--- config.mk ---
export PLATFORM = sky130hd
export DESIGN_NAME = irq_nest_ctrl
export DESIGN_NICKNAME = d
export VERILOG_FILES = /design/src/rtl/irq_nest_pkg.sv /design/src/rtl/irq_level_min.sv /design/src/rtl/irq_arbiter.sv /design/src/rtl/irq_active_stack.sv /design/src/rtl/irq_nest_ctrl.sv
export SDC_FILE = /design/constraint.sdc
export NUM_CORES = 1
export LEC_CHECK = 0
export BUFFER_PORTS_ARGS = -buffer_cell sky130_fd_sc_hd__buf_2
export CAP_MARGIN = 20
export CORE_ASPECT_RATIO = 0.8
export CORE_MARGIN = 3
export CORE_UTILIZATION = 55
export CTS_CLUSTER_DIAMETER = 60
export DETAILED_ROUTE_END_ITERATION = 6
export PLACE_DENSITY = 0.72
export SKIP_LAST_GASP = 1
export SYNTH_ARGS = -nofsm -noshare
export SYNTH_HDL_FRONTEND = slang
export SYNTH_HIERARCHICAL = 1
export SYNTH_SLANG_ARGS = --single-unit
--- constraint.sdc ---
create_clock -name clk -period 25.5 [get_ports clk]
set_clock_uncertainty 0.2 [all_clocks]
set_input_delay 1.275 -clock clk [delete_from_list [all_inputs] [get_ports clk]]
set_output_delay 1.275 -clock clk [all_outputs]
set_load 0.01 [all_outputs]
--- src/rtl/irq_nest_pkg.sv ---
package irq_nest_pkg;

    typedef enum logic [1:0] {
        ST_RUN   = 2'd0,
        ST_ENTRY = 2'd1,
        ST_CHAIN = 2'd2,
        ST_EXIT  = 2'd3
    } ctl_state_e;

    localparam logic [2:0] SEL_EN_SET   = 3'd0;
    localparam logic [2:0] SEL_EN_CLR   = 3'd1;
    localparam logic [2:0] SEL_PEND_SET = 3'd2;
    localparam logic [2:0] SEL_PEND_CLR = 3'd3;
    localparam logic [2:0] SEL_PRIO     = 3'd4;
    localparam logic [2:0] SEL_ACTIVE   = 3'd5;
    localparam logic [2:0] SEL_NMI_STAT = 3'd6;

    localparam int VEC_NMI       = 2;
    localparam int VEC_LINE_BASE = 16;

endpackage

--- src/rtl/irq_level_min.sv ---
module irq_level_min #(
    parameter int NUM_LINES = 8,
    parameter int PRIO_W    = 8,
    localparam int KEY_W    = PRIO_W + 2
) (
    input  logic [NUM_LINES-1:0]             act_lines,
    input  logic                             act_nmi,
    input  logic [NUM_LINES-1:0][PRIO_W-1:0] prio,
    output logic [KEY_W-1:0]                 level
);
    localparam logic [KEY_W-1:0] THREAD_KEY = {2'b10, {PRIO_W{1'b0}}};

    // Most urgent level in the active set; thread level when empty.
    always_comb begin
        level = THREAD_KEY;
        for (int i = 0; i < NUM_LINES; i++) begin
            if (act_lines[i] && ({2'b01, prio[i]} < level)) begin
                level = {2'b01, prio[i]};
            end
        end
        if (act_nmi) begin
            level = '0;
        end
    end
endmodule

--- src/rtl/irq_arbiter.sv ---
module irq_arbiter #(
    parameter int NUM_LINES = 8,
    parameter int PRIO_W    = 8,
    localparam int KEY_W    = PRIO_W + 2,
    localparam int IDW      = $clog2(NUM_LINES + 1)
) (
    input  logic [NUM_LINES-1:0]             cand_lines,
    input  logic                             cand_nmi,
    input  logic [NUM_LINES-1:0][PRIO_W-1:0] prio,
    output logic [IDW-1:0]                   best_id,
    output logic [KEY_W-1:0]                 best_key
);
    localparam logic [KEY_W-1:0] THREAD_KEY = {2'b10, {PRIO_W{1'b0}}};

    // Strict compare keeps the lowest index among equal levels.
    always_comb begin
        best_key = THREAD_KEY;
        best_id  = '0;
        for (int i = 0; i < NUM_LINES; i++) begin
            if (cand_lines[i] && ({2'b01, prio[i]} < best_key)) begin
                best_key = {2'b01, prio[i]};
                best_id  = IDW'(i);
            end
        end
        if (cand_nmi) begin
            best_key = '0;
            best_id  = IDW'(NUM_LINES);
        end
    end
endmodule

--- src/rtl/irq_active_stack.sv ---
module irq_active_stack #(
    parameter int DEPTH = 9,
    parameter int IDW   = 4,
    localparam int SPW  = $clog2(DEPTH + 1)
) (
    input  logic           clk,
    input  logic           rst_n,
    input  logic           push,
    input  logic           pop,
    input  logic [IDW-1:0] push_id,
    output logic [IDW-1:0] top_id,
    output logic           empty,
    output logic           full
);
    logic [DEPTH-1:0][IDW-1:0] mem_d, mem_q;
    logic [SPW-1:0]            sp_d, sp_q;

    always_comb begin
        mem_d = mem_q;
        sp_d  = sp_q;
        top_id = '0;
        for (int i = 0; i < DEPTH; i++) begin
            if (sp_q == SPW'(i + 1)) top_id = mem_q[i];
        end
        if (push) begin
            for (int i = 0; i < DEPTH; i++) begin
                if (sp_q == SPW'(i)) mem_d[i] = push_id;
            end
            sp_d = sp_q + 1'b1;
        end else if (pop) begin
            sp_d = sp_q - 1'b1;
        end
    end

    assign empty = (sp_q == '0);
    assign full  = (sp_q == SPW'(DEPTH));

    always_ff @(posedge clk) begin
        if (!rst_n) begin
            mem_q <= '0;
            sp_q  <= '0;
        end else begin
            mem_q <= mem_d;
            sp_q  <= sp_d;
        end
    end

    assert_no_overflow_R3: assert property (@(posedge clk) disable iff (!rst_n)
        push |-> !full);
    assert_no_underflow_R3: assert property (@(posedge clk) disable iff (!rst_n)
        pop |-> !empty);
endmodule

--- src/rtl/irq_nest_ctrl.sv ---
module irq_nest_ctrl
    import irq_nest_pkg::*;
#(
    parameter int NUM_LINES  = 8,
    parameter int PRIO_W     = 8,
    parameter int ENTRY_CYC  = 12,
    parameter int CHAIN_CYC  = 6,
    parameter int EXIT_CYC   = 12,
    localparam int IDXW      = $clog2(NUM_LINES),
    localparam int DW        = (NUM_LINES > PRIO_W) ? NUM_LINES : PRIO_W,
    localparam int VEC_W     = $clog2(NUM_LINES + 17)
) (
    input  logic                 clk,
    input  logic                 rst_n,
    input  logic                 reg_wr,
    input  logic [2:0]           reg_sel,
    input  logic [IDXW-1:0]      reg_idx,
    input  logic [DW-1:0]        reg_wdata,
    output logic [DW-1:0]        reg_rdata,
    input  logic [NUM_LINES-1:0] irq_in,
    input  logic                 nmi_req,
    input  logic                 exc_return,
    output logic                 core_busy,
    output logic                 handler_run,
    output logic [VEC_W-1:0]     vector
);
    localparam int KEY_W  = PRIO_W + 2;
    localparam int IDW    = $clog2(NUM_LINES + 1);
    localparam int MAXC   = (ENTRY_CYC > EXIT_CYC) ?
                            ((ENTRY_CYC > CHAIN_CYC) ? ENTRY_CYC : CHAIN_CYC) :
                            ((EXIT_CYC > CHAIN_CYC) ? EXIT_CYC : CHAIN_CYC);
    localparam int CNT_W  = $clog2(MAXC + 1);
    localparam logic [IDW-1:0]   NMI_ID     = IDW'(NUM_LINES);
    localparam logic [KEY_W-1:0] THREAD_KEY = {2'b10, {PRIO_W{1'b0}}};

    typedef struct packed {
        ctl_state_e                       st;
        logic [CNT_W-1:0]                 cnt;
        logic [IDW-1:0]                   tgt;
        logic [KEY_W-1:0]                 tkey;
        logic [NUM_LINES-1:0]             en;
        logic [NUM_LINES-1:0]             pend;
        logic [NUM_LINES-1:0]             act;
        logic                             nmi_pend;
        logic                             nmi_act;
        logic [NUM_LINES-1:0][PRIO_W-1:0] prio;
    } ctl_t;

    ctl_t ctl_d, ctl_q;

    function automatic logic [NUM_LINES-1:0] id_mask(input logic [IDW-1:0] id);
        logic [NUM_LINES-1:0] m;
        for (int i = 0; i < NUM_LINES; i++) m[i] = (id == IDW'(i));
        return m;
    endfunction

    logic [IDW-1:0]   top_id, win_id, push_id;
    logic             stk_empty, stk_full, push, pop;
    logic [KEY_W-1:0] lvl_now, lvl_after, win_key, thr;
    logic             hit, ret_ok;

    irq_active_stack #(.DEPTH(NUM_LINES + 1), .IDW(IDW)) u_stack (
        .clk(clk), .rst_n(rst_n), .push(push), .pop(pop), .push_id(push_id),
        .top_id(top_id), .empty(stk_empty), .full(stk_full)
    );

    irq_level_min #(.NUM_LINES(NUM_LINES), .PRIO_W(PRIO_W)) u_lvl_now (
        .act_lines(ctl_q.act), .act_nmi(ctl_q.nmi_act), .prio(ctl_q.prio),
        .level(lvl_now)
    );

    // Level left once the current exception retires.
    irq_level_min #(.NUM_LINES(NUM_LINES), .PRIO_W(PRIO_W)) u_lvl_after (
        .act_lines(ctl_q.act & ~id_mask(top_id)),
        .act_nmi(ctl_q.nmi_act && (top_id != NMI_ID)),
        .prio(ctl_q.prio), .level(lvl_after)
    );

    irq_arbiter #(.NUM_LINES(NUM_LINES), .PRIO_W(PRIO_W)) u_arb (
        .cand_lines(ctl_q.pend & ctl_q.en), .cand_nmi(ctl_q.nmi_pend),
        .prio(ctl_q.prio), .best_id(win_id), .best_key(win_key)
    );

    assign ret_ok = (ctl_q.st == ST_RUN) && exc_return && !stk_empty;
    assign thr    = ret_ok ? lvl_after : lvl_now;
    assign hit    = (win_key < thr);

    always_comb begin
        ctl_d   = ctl_q;
        push    = 1'b0;
        pop     = 1'b0;
        if (reg_wr) begin
            case (reg_sel)
                SEL_EN_SET:   ctl_d.en   = ctl_q.en | reg_wdata[NUM_LINES-1:0];
                SEL_EN_CLR:   ctl_d.en   = ctl_q.en & ~reg_wdata[NUM_LINES-1:0];
                SEL_PEND_SET: ctl_d.pend = ctl_q.pend | reg_wdata[NUM_LINES-1:0];
                SEL_PEND_CLR: ctl_d.pend = ctl_q.pend & ~reg_wdata[NUM_LINES-1:0];
                SEL_PRIO: begin
                    for (int i = 0; i < NUM_LINES; i++) begin
                        if (reg_idx == IDXW'(i)) ctl_d.prio[i] = reg_wdata[PRIO_W-1:0];
                    end
                end
                default: ;
            endcase
        end

        unique case (ctl_q.st)
            ST_RUN: begin
                if (ret_ok) begin
                    pop = 1'b1;
                    ctl_d.act = ctl_q.act & ~id_mask(top_id);
                    if (top_id == NMI_ID) ctl_d.nmi_act = 1'b0;
                    if (hit) begin
                        ctl_d.st   = ST_CHAIN;
                        ctl_d.cnt  = CNT_W'(CHAIN_CYC - 1);
                        ctl_d.tgt  = win_id;
                        ctl_d.tkey = win_key;
                    end else if (lvl_after == THREAD_KEY) begin
                        ctl_d.st  = ST_EXIT;
                        ctl_d.cnt = CNT_W'(EXIT_CYC - 1);
                    end
                end else if (hit) begin
                    ctl_d.st   = ST_ENTRY;
                    ctl_d.cnt  = CNT_W'(ENTRY_CYC - 1);
                    ctl_d.tgt  = win_id;
                    ctl_d.tkey = win_key;
                end
            end
            ST_ENTRY, ST_CHAIN: begin
                if (hit && (win_key < ctl_q.tkey)) begin
                    ctl_d.tgt  = win_id;
                    ctl_d.tkey = win_key;
                end
                if (ctl_q.cnt == '0) begin
                    push       = 1'b1;
                    ctl_d.st   = ST_RUN;
                end else begin
                    ctl_d.cnt  = ctl_q.cnt - 1'b1;
                end
            end
            ST_EXIT: begin
                if (hit) begin
                    ctl_d.st   = ST_CHAIN;
                    ctl_d.cnt  = CNT_W'(CHAIN_CYC - 1);
                    ctl_d.tgt  = win_id;
                    ctl_d.tkey = win_key;
                end else if (ctl_q.cnt == '0) begin
                    ctl_d.st   = ST_RUN;
                end else begin
                    ctl_d.cnt  = ctl_q.cnt - 1'b1;
                end
            end
        endcase

        push_id = ctl_d.tgt;
        if (push) begin
            ctl_d.act  = ctl_d.act | id_mask(ctl_d.tgt);
            ctl_d.pend = ctl_d.pend & ~id_mask(ctl_d.tgt);
            if (ctl_d.tgt == NMI_ID) begin
                ctl_d.nmi_act  = 1'b1;
                ctl_d.nmi_pend = 1'b0;
            end
        end
        ctl_d.pend = ctl_d.pend | irq_in;
        if (nmi_req) ctl_d.nmi_pend = 1'b1;
    end

    always_ff @(posedge clk) begin
        if (!rst_n) begin
            ctl_q    <= '0;
            ctl_q.st <= ST_RUN;
        end else begin
            ctl_q <= ctl_d;
        end
    end

    always_comb begin
        reg_rdata = '0;
        case (reg_sel)
            SEL_EN_SET, SEL_EN_CLR:     reg_rdata = DW'(ctl_q.en);
            SEL_PEND_SET, SEL_PEND_CLR: reg_rdata = DW'(ctl_q.pend);
            SEL_PRIO: begin
                for (int i = 0; i < NUM_LINES; i++) begin
                    if (reg_idx == IDXW'(i)) reg_rdata = DW'(ctl_q.prio[i]);
                end
            end
            SEL_ACTIVE:   reg_rdata = DW'(ctl_q.act);
            SEL_NMI_STAT: reg_rdata = DW'({ctl_q.nmi_act, ctl_q.nmi_pend});
            default:      reg_rdata = '0;
        endcase
    end

    assign core_busy   = (ctl_q.st != ST_RUN);
    assign handler_run = (ctl_q.st == ST_RUN) && !stk_empty;

    always_comb begin
        if (stk_empty)            vector = '0;
        else if (top_id == NMI_ID) vector = VEC_W'(VEC_NMI);
        else                      vector = VEC_W'(VEC_LINE_BASE) + VEC_W'(top_id);
    end

    // Save interval is not cut short.
    assert_entry_hold_R6: assert property (@(posedge clk) disable iff (!rst_n)
        (ctl_q.st == ST_ENTRY && ctl_q.cnt != '0) |=> (ctl_q.st == ST_ENTRY));
    assert_chain_hold_R7: assert property (@(posedge clk) disable iff (!rst_n)
        (ctl_q.st == ST_CHAIN && ctl_q.cnt != '0) |=> (ctl_q.st == ST_CHAIN));
    assert_exit_hold_R8: assert property (@(posedge clk) disable iff (!rst_n)
        (ctl_q.st == ST_EXIT && ctl_q.cnt != '0 && !hit) |=> (ctl_q.st == ST_EXIT));
    // Each newly taken exception raises the execution level.
    assert_level_rises_R2: assert property (@(posedge clk) disable iff (!rst_n)
        push |=> (lvl_now < $past(lvl_now)));
    // Stack occupancy and active set agree.
    assert_stack_vs_active_R3: assert property (@(posedge clk) disable iff (!rst_n)
        stk_empty == (lvl_now == THREAD_KEY));
    assert_nmi_unmasked_R5: assert property (@(posedge clk) disable iff (!rst_n)
        (ctl_q.st == ST_RUN && ctl_q.nmi_pend && !ctl_q.nmi_act) |=> (ctl_q.st != ST_RUN));
endmodule

After elaboration in Yosys (flattened, before gate mapping) --
Index checks and enable logic that the tools add are counted. W data, S select, Z words.
Operators by class: add/subtract/negate cells 4, muxes and demuxes 83, magnitude comparators 23, bitwise logic cells 12, reductions and logical operators 63, equal/unequal tests 46
Operator list (count):
- $mux W10 | 28
- $lt A9 B10 Y1 | 21
- $mux W8 | 11
- $pmux W20 S3 | 1
- $mux W4 | 13
- $eq A4 B3 Y1 const B | 12
- $and A8 B8 Y8 | 5
- $mux W20 | 2
- $pmux W8 S5 | 1
- $or A8 B8 Y8 | 4
- $pmux W8 S2 | 2
- $mux W14 | 2
- $logic_and A1 B1 Y1 | 26
- $reduce_and A2 Y1 | 13
- $eq A4 B2 Y1 const B | 6
- $not A8 Y8 | 3
- $reduce_and A3 Y1 | 8
- $eq A3 B3 Y1 const B | 7
- $lt A10 B10 Y1 | 2
- $mux W18 | 1
- $mux W6 | 3
- $eq A4 B4 Y1 const B | 4
- $logic_not A4 Y1 | 4
- $eq A3 B2 Y1 const B | 4
- 20 further kinds | 48
Word-level totals: word-level logic and storage cells 258, input bits 27, register bits after elaboration 150

Logic depth before layout (Yosys ltp) --
depth in word-level cells 46, mapped depth 104, depth with buffers taken out 91

By module --
Netlist, hierarchy kept.
Modules (own cells, without submodules):
- irq_nest_ctrl | sequential area each 2202.1 um^2, times used 1, area each 6273.5 um^2, cells each 730
- irq_arbiter | sequential area each 0.0 um^2, times used 1, area each 2583.7 um^2, cells each 365
- irq_level_min at u_lvl_after | sequential area each 0.0 um^2, times used 1, area each 2522.4 um^2, cells each 358
- irq_level_min at u_lvl_now | sequential area each 0.0 um^2, times used 1, area each 2517.4 um^2, cells each 358
- irq_active_stack | sequential area each 800.8 um^2, times used 1, area each 2117.0 um^2, cells each 224

Least setup slack after synthesis --
OpenSTA, ideal clock, no wires.
path kind reg-to-reg, start point reg u_stack.sp_q[0], end point reg ctl_q[80] (netlist name), buffers on the path 8, cell stages (with the launch flop) 95, data required time 25.181 ns, data arrival time 17.192 ns, slack 7.989 ns, clock period less this slack 17.511 ns, path through dfxtp_1 -> inv_1 -> ha_1 -> and3b_4 -> a2111oi_2 -> o311ai_1 -> a22oi_1 -> nor2_1 -> a21boi_0 -> buf_2 -> nand2_1 -> ha_1 -> a21oi_1 -> o21ai_0 -> o2111a_2 -> nor2_4 -> clkbuf_1 -> nand2_1 -> [59 not listed] -> nand2b_1 -> a21oi_1 -> nor2_1 -> nor4_1 -> o211ai_1 -> a21oi_1 -> or3_1 -> buf_2 -> o22ai_1 -> mux2i_1 -> ha_1 -> a31o_2 -> a221oi_1 -> o31a_2 -> a21oi_4 -> a221o_1 -> or3b_1 -> o221a_1
On the way: longest elaborated chain between the ends 46, elaborated cells between the ends (all ways) 69, classes of those cells 8 x order compare; 18 x eq/ne; 25 x mux; 5 x bitwise; 13 x reduce/logical
Ends and longest elaborated chain:
- start, declared | RTL line irq_active_stack.sv:16 | logic [SPW-1:0] sp_d, sp_q;
- start signal, assigned | RTL line irq_active_stack.sv:44 | sp_q <= sp_d;
- $eq A4 B1 Y1 | RTL line irq_active_stack.sv:23 | if (sp_q == SPW'(i + 1)) top_id = mem_q[i];
- $mux W4 (8 in series) | RTL line irq_active_stack.sv:23
- $mux W4 * | RTL line irq_active_stack.sv:23
- via top_id[3] | RTL line irq_nest_ctrl.sv:57 | logic [IDW-1:0] top_id, win_id, push_id;
- $logic_not A4 Y1 | RTL line irq_nest_ctrl.sv:53 | for (int i = 0; i < NUM_LINES; i++) m[i] = (id == IDW'(i));
- $not A8 Y8 | RTL line irq_nest_ctrl.sv:74 | .act_lines(ctl_q.act & ~id_mask(top_id)),
- $and A8 B8 Y8 | RTL line irq_nest_ctrl.sv:74
- $mux W10 | RTL line irq_level_min.sv:17 | if (act_lines[i] && ({2'b01, prio[i]} < level)) begin
- [22 not listed]
- via lvl_after[7] | RTL line irq_nest_ctrl.sv:59 | logic [KEY_W-1:0] lvl_now, lvl_after, win_key, thr;
- [2 not listed]
- $mux W20 (tied with other cells) | RTL line irq_nest_ctrl.sv:122 | end else if (hit) begin
- $mux W20 or $mux W14 (tied branches) | RTL line irq_nest_ctrl.sv:109, irq_nest_ctrl.sv:130
- $pmux W20 S3 * | RTL line irq_nest_ctrl.sv:107 | unique case (ctl_q.st)
- $eq A4 B3 Y1 * | RTL line irq_nest_ctrl.sv:53
- $not A8 Y8 * | RTL line irq_nest_ctrl.sv:158 | ctl_d.pend = ctl_d.pend & ~id_mask(ctl_d.tgt);
- $and A8 B8 Y8 * | RTL line irq_nest_ctrl.sv:158
- $mux W18 * | RTL line irq_nest_ctrl.sv:156 | if (push) begin
- $or A8 B8 Y8 * | RTL line irq_nest_ctrl.sv:164 | ctl_d.pend = ctl_d.pend | irq_in;
- end signal, assigned | RTL line irq_nest_ctrl.sv:173 | ctl_q <= ctl_d;
- end, declared | RTL line irq_nest_ctrl.sv:49 | ctl_t ctl_d, ctl_q;
The timed path passes the listed nets; every way through them passes the cells marked *. The select of a mux whose other input is x is not followed. A chain may end at the register's enable or synchronous reset.

==> flow_summary.yaml <==
outcome:
  run_status: "completed"
floorplan:
  floorplan.initialDensity_pct: 56.2
  num_io_pins: 42
  fp.dieArea_um2: 31200
  design.core.area_um2: 28500
  die_width_um: 197
  die_y_um: 159
  placementRows: 55
sta:
  post-route-period-util_pct: 77.3
  slew-limit-headroom_pct: 29.2
  timing_hold_violations_final: 0
  timing.final.setup_violations: 0
  hold_ws_ps: 306
  final.setup.tns_ps: 0
  maxClockFrequency_ghz: 0.0507
  worstMarginPinSlew_ps: 1060
  report.final.slew_viol_count: 0
  grt_setup_unrepaired: "false"
  timing.final.crit_period_ps: 19720
routing:
  wire_per_inst_um: 21.8
  dr.pass1.iters: 6
  drt_iter0_drc: 1926
  number_of_nets_with_antenna_violations_after_routing: 0
  detail_route.drc_violations: 0
  wirelength_um: 52200
  vias_per_cell: 6.73
  vias: 16200
clock_tree:
  cts_num_sinks: 150
  ctsHoldBuffers: 0
  cts.path.max_buffers: 2
  numCtsBuffers: 17
  cts_setup_buffers: 0
  clockRootBuffer: "sky130_fd_sc_hd__clkbuf_16"
  h-tree-depth: 4
  post_cts_resize_count: 0
  cts_tree: "done"
  clock_insertion_delay_at_the_later_pin_of_the_skew_report_ps: 440
  clk_transition_reported_paths_ps: 90
worst_setup_path:
  worstPathArrival_ps: 19790
  category_of_the_worst_setup_path_launch_point: "flip-flop"
  cpLargestDelayFamily: "compound AO/OA/AOI/OAI gates"
  worst_ep_required_time_ps: 25580
  timing_worst_setup_path_type: "reg2reg"
  worst_setup_path_end_kind: "flip-flop"
  worst_path_largest_cell_delay_ps: 610
  critical_path_buf_inv_count: 8
  timing.critical_path.mode_cell: "sky130_fd_sc_hd__a21oi_1"
  timing.critical_path.fanout_max: 18
  timing.critical_path.slowest_stage_cell: "sky130_fd_sc_hd__or4_1"
hold_path:
  hp-class: "reg2reg"
logic_synthesis:
  synthCells: 2034
  count_of_warnings_emitted_by_yosys: 6
  postSynthAreaPerCell_um2: 7.87
  synth.net_count: 2217
  post_synth_instance_area_um2: 16000
cells_and_area:
  finalNetCount: 2201
  synth_to_layout_area_growth_pct: 6.26
  fill_cells: 2604
  final_layout_size_suffix_gt1_share_pct: 11.4
global_route:
  antenna_found_initial: 0
  grt_max_degree: 97
  groute.usage.overall_pct: 32.6
  first_pass_grt_wire_length_um: 81300
  grt_pass1_vias: 14600
  grt-ovfl-total: 0
pwr:
  power-per-cell-area_nw_per_um2: 53.3
  p_leak_uw: 0.00692
  totalPowerFinal_uw: 906
  clockPowerShare_pct: 29.4
  combinationalPowerShare_pct: 41.9
  intPower_uw: 512
  swShare_pct: 43.5
  pwr-share-seq_pct: 28.8
  power.net_switching_uw: 394
  irDropWorstVdd_mv: 0.0513
placement:
  port-buffer-count: 41
  place.gp.congestion: 0.963
  dpl.hpwl_um: 39800
job:
  cap_violations: 0
path summary, 6_finish.rpt:
path	startpoint	cells past startpoint	end	slack, ps
worst max-delay path	u_stack/sp_q[0]$_SDFFE_PN0P_	88	ctl_q[75]$_SDFF_PN0_	5780
worst min-delay path	ctl_q[99]$_SDFFE_PN0P_	2	ctl_q[99]$_SDFFE_PN0P_	310
worst min register to register	ctl_q[99]$_SDFFE_PN0P_	2	ctl_q[99]$_SDFFE_PN0P_	310
worst max register to register	u_stack/sp_q[0]$_SDFFE_PN0P_	88	ctl_q[75]$_SDFF_PN0_	5780
sequential cells by signal, summed over array words and instances, names as in the netlist, named ones only:
register	cells
u_stack/mem_q	36
u_stack/sp_q	4
ctl_q	102
through the flow:
stage | instances | utilization, % | instance area (um^2) | worst slack, ps
after global placement | 2366 | 57.5 | 16400 | 6740
after global routing | 2401 | 59.7 | 17000 | 4110
final | 2402 | 59.7 | 17000 | 5780
after detailed placement | 2366 | 57.5 | 16400 | 6170
after CTS | 2398 | 59.6 | 17000 | 6090
after floorplan | 2034 | - | 16000 | 7990
power groups by stage:
stage          clock network (uW)  registers, uW  logic, uW
2_1_floorplan                   0            259        290
3_3_place_gp                    0            265        359
3_5_place_dp                    0            266        366
4_1_cts                       268            260        368
5_1_grt                       278            262        414
6_report                      266            261        379
worst reg2reg max path: cells and delay by family, from the launching register on:
family | cells | cell delay, ps
and+or+nand+nor | 23 | 4150
buffers and inverters | 8 | 920
adders and majority gates | 9 | 2570
DFF | 1 | 460
AOI/OAI and AO/OA | 42 | 9540
muxes | 6 | 1690
cells in the final DEF (no fill, tap or decap), drive strengths merged, types with 38 or more instances in the layout:
cell type    n
nor2       192
mux2i      159
nand2      159
ha         156
a21oi      154
dfxtp      150
inv        147
o21ai      107
nand3       67
buf         66
nor2b       54
mux2        38
layer usage:
metal	wire length, um	GRT usage (%)
met1	24400	50.5
met3	6030	5.97
met2	20900	46.5
met5	0	0
met4	894	7.36
final cells by class:
cell class	instances	area [um^2]	area share, %
clock inverter	15	194	1.14
multi-input combinational	1641	12000	70.4
sequential	150	3000	17.7
tap	370	463	2.72
inverter	139	529	3.11
antenna	1	2.50	0.0147
clock buffer	17	425	2.50
timing repair buffer	69	413	2.43
No activity file was read; power rests on OpenSTA's default activity.
